File: src/rtl/bfx_pkg.sv
package bfx_pkg;

   typedef enum logic {
      BFX_SRC_FIELD   = 1'b0,
      BFX_SRC_OPERAND = 1'b1
   } bfx_src_e;

   typedef struct packed {
      bfx_src_e src;
      logic     msb_first;
      logic     byte_step;
   } bfx_ctl_t;

endpackage

File: src/rtl/bfx_pos_select.sv
module bfx_pos_select #(
   parameter int POS_W  = 5,
   parameter int BOFF_W = 3
) (
   input  logic [POS_W-1:0]  pos_field,
   input  logic [POS_W-1:0]  pos_operand,
   input  bfx_pkg::bfx_ctl_t ctl,
   output logic [POS_W-1:0]  pos_out
);
   logic             from_op;
   logic [POS_W-1:0] base;
   logic [POS_W-1:0] ordered;
   logic [POS_W-1:0] scaled;

   assign from_op = (ctl.src == bfx_pkg::BFX_SRC_OPERAND);
   assign base    = from_op ? pos_operand : pos_field;
   assign ordered = (from_op && ctl.msb_first) ? ~base : base;

   generate
      if (BOFF_W == 0) begin : g_no_scale
         assign scaled = ordered;
      end else begin : g_scale
         assign scaled = {ordered[POS_W-BOFF_W-1:0], {BOFF_W{1'b0}}};
      end
   endgenerate

   assign pos_out = (from_op && ctl.byte_step) ? scaled : ordered;
endmodule

File: src/rtl/bfx_funnel.sv
module bfx_funnel #(
   parameter int WORD_W     = 32,
   parameter int POS_W      = 5,
   parameter int SHIFT_IMPL = 0
) (
   input  logic [2*WORD_W-2:0] joined,
   input  logic [POS_W-1:0]    shamt,
   output logic [WORD_W-1:0]   shifted
);
   generate
      if (SHIFT_IMPL == 0) begin : g_window
         for (genvar i = 0; i < WORD_W; i++) begin : g_bit
            logic [WORD_W-1:0] win;
            assign win        = joined[i+WORD_W-1:i];
            assign shifted[i] = win[shamt];
         end
      end else begin : g_operator
         assign shifted = WORD_W'(joined >> shamt);
      end
   endgenerate
endmodule

File: src/rtl/bfx_field_mask.sv
module bfx_field_mask #(
   parameter int WORD_W = 32,
   parameter int POS_W  = 5
) (
   input  logic [POS_W-1:0]  size_m1,
   output logic [WORD_W-1:0] mask
);
   generate
      for (genvar i = 0; i < WORD_W; i++) begin : g_bit
         localparam logic [POS_W-1:0] IDX = POS_W'(i);
         assign mask[i] = (IDX <= size_m1);
      end
   endgenerate
endmodule

File: src/rtl/bfx_extract_unit.sv
module bfx_extract_unit #(
   parameter int  WORD_W     = 32,
   parameter int  BYTE_W     = 8,
   parameter int  SHIFT_IMPL = 0,
   localparam int POS_W      = $clog2(WORD_W),
   localparam int BOFF_W     = $clog2(BYTE_W)
) (
   input  logic              clk,
   input  logic              rst_n,
   input  logic              in_valid,
   input  logic [WORD_W-1:0] op_hi,
   input  logic [WORD_W-1:0] op_lo,
   input  logic [POS_W-1:0]  size_m1,
   input  logic [POS_W-1:0]  pos_field,
   input  logic              var_mode,
   input  logic              msb_first,
   input  logic              byte_step,
   output logic              out_valid,
   output logic [WORD_W-1:0] result
);
   generate
      if (WORD_W < 8 || (1 << POS_W) != WORD_W) begin : g_bad_word
         $error("bfx_extract_unit: WORD_W must be a power of two of at least 8");
      end
      if ((1 << BOFF_W) != BYTE_W || BOFF_W >= POS_W) begin : g_bad_byte
         $error("bfx_extract_unit: BYTE_W must be a power of two below WORD_W");
      end
      if (SHIFT_IMPL != 0 && SHIFT_IMPL != 1) begin : g_bad_impl
         $error("bfx_extract_unit: SHIFT_IMPL must be 0 or 1");
      end
   endgenerate

   bfx_pkg::bfx_ctl_t   ctl;
   logic [POS_W-1:0]    pos_eff;
   logic [2*WORD_W-2:0] joined;
   logic [WORD_W-1:0]   shifted;
   logic [WORD_W-1:0]   mask;

   assign ctl.src       = var_mode ? bfx_pkg::BFX_SRC_OPERAND : bfx_pkg::BFX_SRC_FIELD;
   assign ctl.msb_first = msb_first;
   assign ctl.byte_step = byte_step;

   // The top bit of op_hi can never reach the field: the shift stops at WORD_W-1.
   assign joined = {op_hi[WORD_W-2:0], op_lo};

   bfx_pos_select #(.POS_W(POS_W), .BOFF_W(BOFF_W)) u_pos (
      .pos_field  (pos_field),
      .pos_operand(op_hi[POS_W-1:0]),
      .ctl        (ctl),
      .pos_out    (pos_eff)
   );

   bfx_funnel #(.WORD_W(WORD_W), .POS_W(POS_W), .SHIFT_IMPL(SHIFT_IMPL)) u_funnel (
      .joined (joined),
      .shamt  (pos_eff),
      .shifted(shifted)
   );

   bfx_field_mask #(.WORD_W(WORD_W), .POS_W(POS_W)) u_mask (
      .size_m1(size_m1),
      .mask   (mask)
   );

   always_ff @(posedge clk or negedge rst_n) begin
      if (!rst_n) begin
         out_valid <= 1'b0;
         result    <= '0;
      end else begin
         out_valid <= in_valid;
         if (in_valid) begin
            result <= shifted & mask;
         end
      end
   end
endmodule

File: config.mk
export PLATFORM = sky130hd
export DESIGN_NAME = bfx_extract_unit
export DESIGN_NICKNAME = d
export VERILOG_FILES = /design/src/rtl/bfx_pkg.sv /design/src/rtl/bfx_pos_select.sv /design/src/rtl/bfx_funnel.sv /design/src/rtl/bfx_field_mask.sv /design/src/rtl/bfx_extract_unit.sv
export SDC_FILE = /design/constraint.sdc
export NUM_CORES = 1
export LEC_CHECK = 0
export BUFFER_PORTS_ARGS = -buffer_cell sky130_fd_sc_hd__buf_2
export CAP_MARGIN = 15
export CORE_AREA = 2 2 120 93
export CTS_CLUSTER_DIAMETER = 200
export DETAILED_ROUTE_END_ITERATION = 8
export DIE_AREA = 0 0 122 95
export MAX_ROUTING_LAYER = met4
export PLACE_DENSITY = 0.74
export SLEW_MARGIN = 20
export SYNTH_ARGS = -nofsm -noshare
export SYNTH_HDL_FRONTEND = slang
export SYNTH_HIERARCHICAL = 1
export SYNTH_SLANG_ARGS = --single-unit
File: constraint.sdc
create_clock -name clk -period 0.9 [get_ports clk]
set_input_delay 0.18 -clock clk [delete_from_list [all_inputs] [get_ports clk]]
set_output_delay 0.18 -clock clk [all_outputs]
set_load 0.005 [all_outputs]
==> flow_metrics.env <==
export IMPL_cts_max_level=2
export IMPL_finalInstanceArea_um2=8360
export IMPL_num_io_pins=113
export IMPL_yosysWarningCount=6
export IMPL_cts_inserted_buffers=5
export IMPL_worst_slew_pin_transition_ns=0.540
export IMPL_cts_tree="done"
export IMPL_gr_overflow_total=0
export IMPL_cell_area_reported_after_detailed_placement_um2=7140
export IMPL_critPathArrivalTime_ns=2.49
export IMPL_post_synth_cell_area_avg_um2=9.12
export IMPL_syn2layout_area_growth_pct=63.0
export IMPL_cp_data_required_time_ns=1.06
export IMPL_worstSetupStartpointType="input port"
export IMPL_root_buffer="sky130_fd_sc_hd__clkbuf_16"
export IMPL_power_leakage_nw=3.79
export IMPL_worst_path_cell_chain="buf_8 > xnor2_4 > o22ai_4 > buf_12 > buf_12 > buf_12 > mux2_1 > mux2i_1 > o22ai_1 > or4b_4 > nand3_2 > o21ai_1"
export IMPL_tritoncts_num_sinks=33
export IMPL_drt_iter0_markers=667
export IMPL_ant_nets=0
export IMPL_number_of_standard_cell_rows_in_the_floorplan=33
export IMPL_async_reset_ff_share_pct=100
export IMPL_post_drt_wl_per_cell_um=24.4
export IMPL_initial_core_util_pct=48.7
export IMPL_via_count_of_the_first_global_routing_pass=6241
export IMPL_seq_total_area_yosys_pct=16.1
export IMPL_port_buffers=111
export IMPL_groute_usage_overall_pct=43.0
export IMPL_num_nets_final=935
export IMPL_dpl_worst_slack_ns=-1.78
export IMPL_gpl_final_weighted_congestion=1.02
export IMPL_violated_checks="setup timing"
export IMPL_critical_path_slowest_cell="sky130_fd_sc_hd__or4b_4"
export IMPL_rsz0062_at_grt="yes"
export IMPL_postSynthRegisterBits=33
export IMPL_timing_final_ws_setup_ns=-1.43
export IMPL_total_power_mw=10.7
export IMPL_ir_drop_uv=1070
export IMPL_area_of_the_multi_input_gates_um2=4490
export IMPL_coreArea_um2=10500
export IMPL_crit_path_max_fanout=5
export IMPL_critical_path_top_delay_family="simple AND/OR/NAND/NOR gates"
export IMPL_finalHoldViolCount=0
export IMPL_max_stage_delay_on_crit_path_ns=0.56
export IMPL_grt_start_max_net_pins=40
export IMPL_final_seq_area_um2=826
export IMPL_path_depth=12
export IMPL_path_clk_slew_ns=0.06
export IMPL_synthesis_instances=562
export IMPL_cp_buffers_inverters=4
export IMPL_final_clock_period_utilization_by_the_worst_path_pct=259
export IMPL_post_synth_instance_area_um2=5130
export IMPL_worstSetupEndpointType="register"
export IMPL_most_common_layout_cells="sky130_fd_sc_hd__buf_4 (179), sky130_fd_sc_hd__buf_2 (106), sky130_fd_sc_hd__inv_1 (41), sky130_fd_sc_hd__mux2_4 (39), sky130_fd_sc_hd__mux2i_1 (36)"
export IMPL_final_max_slew_violation_count=0
export IMPL_antenna_cells_inserted=0
export IMPL_synth_edf_count=0
export IMPL_yosysUniqueCellTypes=59
export IMPL_run_status="finished, violations left"
export IMPL_drv_max_cap_violation_count=0
export IMPL_final_common_cell="sky130_fd_sc_hd__buf_4"
export IMPL_cts_path_max_buffers=2
export IMPL_slew_headroom_pct=64.0
export IMPL_final_worst_path_period_need_ns=2.33
export IMPL_postRouteWirelength_um=24300
export IMPL_drc=0
export IMPL_setup_violations=65
export IMPL_final_fill_count=694
export IMPL_post_route_cells_drive_above_1_share_pct=60.4
export IMPL_routed_via_count=6433
export IMPL_first_pass_iteration_count_of_the_detailed_router=5
export IMPL_die_h_um=95
export IMPL_detail_route_vias_per_cell=6.46
export IMPL_grt_antenna_before_repair=0
export IMPL_holdPathStages=2
export IMPL_die_x_um=122
export IMPL_place_detailed_hpwl_um=17900
export IMPL_floorplan_die_area_um2=11600
export IMPL_fin_worst_skew_ns=0
export IMPL_worst_r2r_path_depth=4
export IMPL_grt_pass1_wl_um=36000
export IMPL_mappedNetlistNets=642
export IMPL_maxClockFrequency_ghz=0.429
export IMPL_clk_insertion_delay_late_ns=0.28
export IMPL_hold_path_class="input port to register"
export IMPL_tns_ns=-44.41
export IMPL_ys_dominant_reg_cell="sky130_fd_sc_hd__dfrtp_1"
export IMPL_critical_path_class="input port to register"
export IMPL_worst_path_most_repeated_cell="sky130_fd_sc_hd__buf_12"
export IMPL_power_density_nw_per_um2=1280
## worst paths after layout
path                             from    endpoint  slack, ns
min                          in_valid   out_valid       0.30
min reg2reg                result[19]  result[19]       0.51
max in group asynchronous       rst_n   result[0]       0.31
min in group asynchronous       rst_n  result[27]       0.40
max reg2reg                result[14]  result[14]       0.04
max                          op_hi[1]  result[17]      -1.43
## registers in the layout, indices dropped and copies added, names as in the netlist
name	count
result	32
out_valid	1
## layout make-up
cell class | instances | share of cell area, %
clock buffer | 6 | 1.54
clock inverter | 2 | 0.120
inverter | 42 | 1.89
multi-input combinational | 444 | 53.7
sequential | 33 | 9.88
tap | 140 | 2.10
timing repair buffer | 329 | 30.7
## cells by family after synthesis
family          Yosys count  synth area share [%]
mux                     142                  36.5
other cells               1                0.0731
flops                    33                  16.1
buf+inv                  86                  9.54
simple gates            146                  15.2
compound gates          149                  21.7
xor+xnor                  5                 0.854
## metal layers
metal | GRT usage [%] | vias up | part of all wire [%]
li1 | - | 2767 | -
met1 | 58.2 | 3126 | 41
met2 | 63.5 | 441 | 43
met3 | 7.55 | 99 | 11
met4 | 17.6 | 0 | 5.2
met5 | - | - | 0
## per-stage QoR
stage | std cells | util (%) | hold WS (ns)
after detailed placement | 945 | 67.8 | 0.158
after floorplan | 562 | - | -0.116
final | 996 | 79.4 | 0.301
after global placement | 945 | 67.8 | 0.144
after CTS | 983 | 76.5 | 0.298
after global routing | 996 | 79.4 | 0.305
## cell usage after synthesis, drive strengths merged, types with 11 or more instances
cell | number | area, um2
clkbuf | 12 | 45.0
o22ai | 14 | 87.6
mux4 | 27 | 608
o22a | 12 | 105
nand3 | 40 | 245
mux2 | 58 | 694
nand2 | 34 | 128
o21ai | 36 | 214
buf | 32 | 287
o221ai | 11 | 96.3
inv | 42 | 158
mux2i | 57 | 571
dfrtp | 33 | 826
a22oi | 26 | 195
nor2 | 29 | 109
## power breakdown
group          internal [mW]  total [mW]  switching, mW
Sequential              1.71        1.84          0.128
Combinational           3.68        7.21           3.53
Clock                   1.02        1.68          0.668
Total                   6.41        10.7           4.32
## repair_timing
item | CTS | global route
buffers inserted | 25 | 16
pin swaps | 40 | 28
cloned | 4 | 0
endpoints found under the hold margin | 33 | 0
endpoints found under the setup margin | 65 | 65
gates resized for setup | 95 | 50
hold buffers | 1 | 0
(Power assumes the default switching activity.)
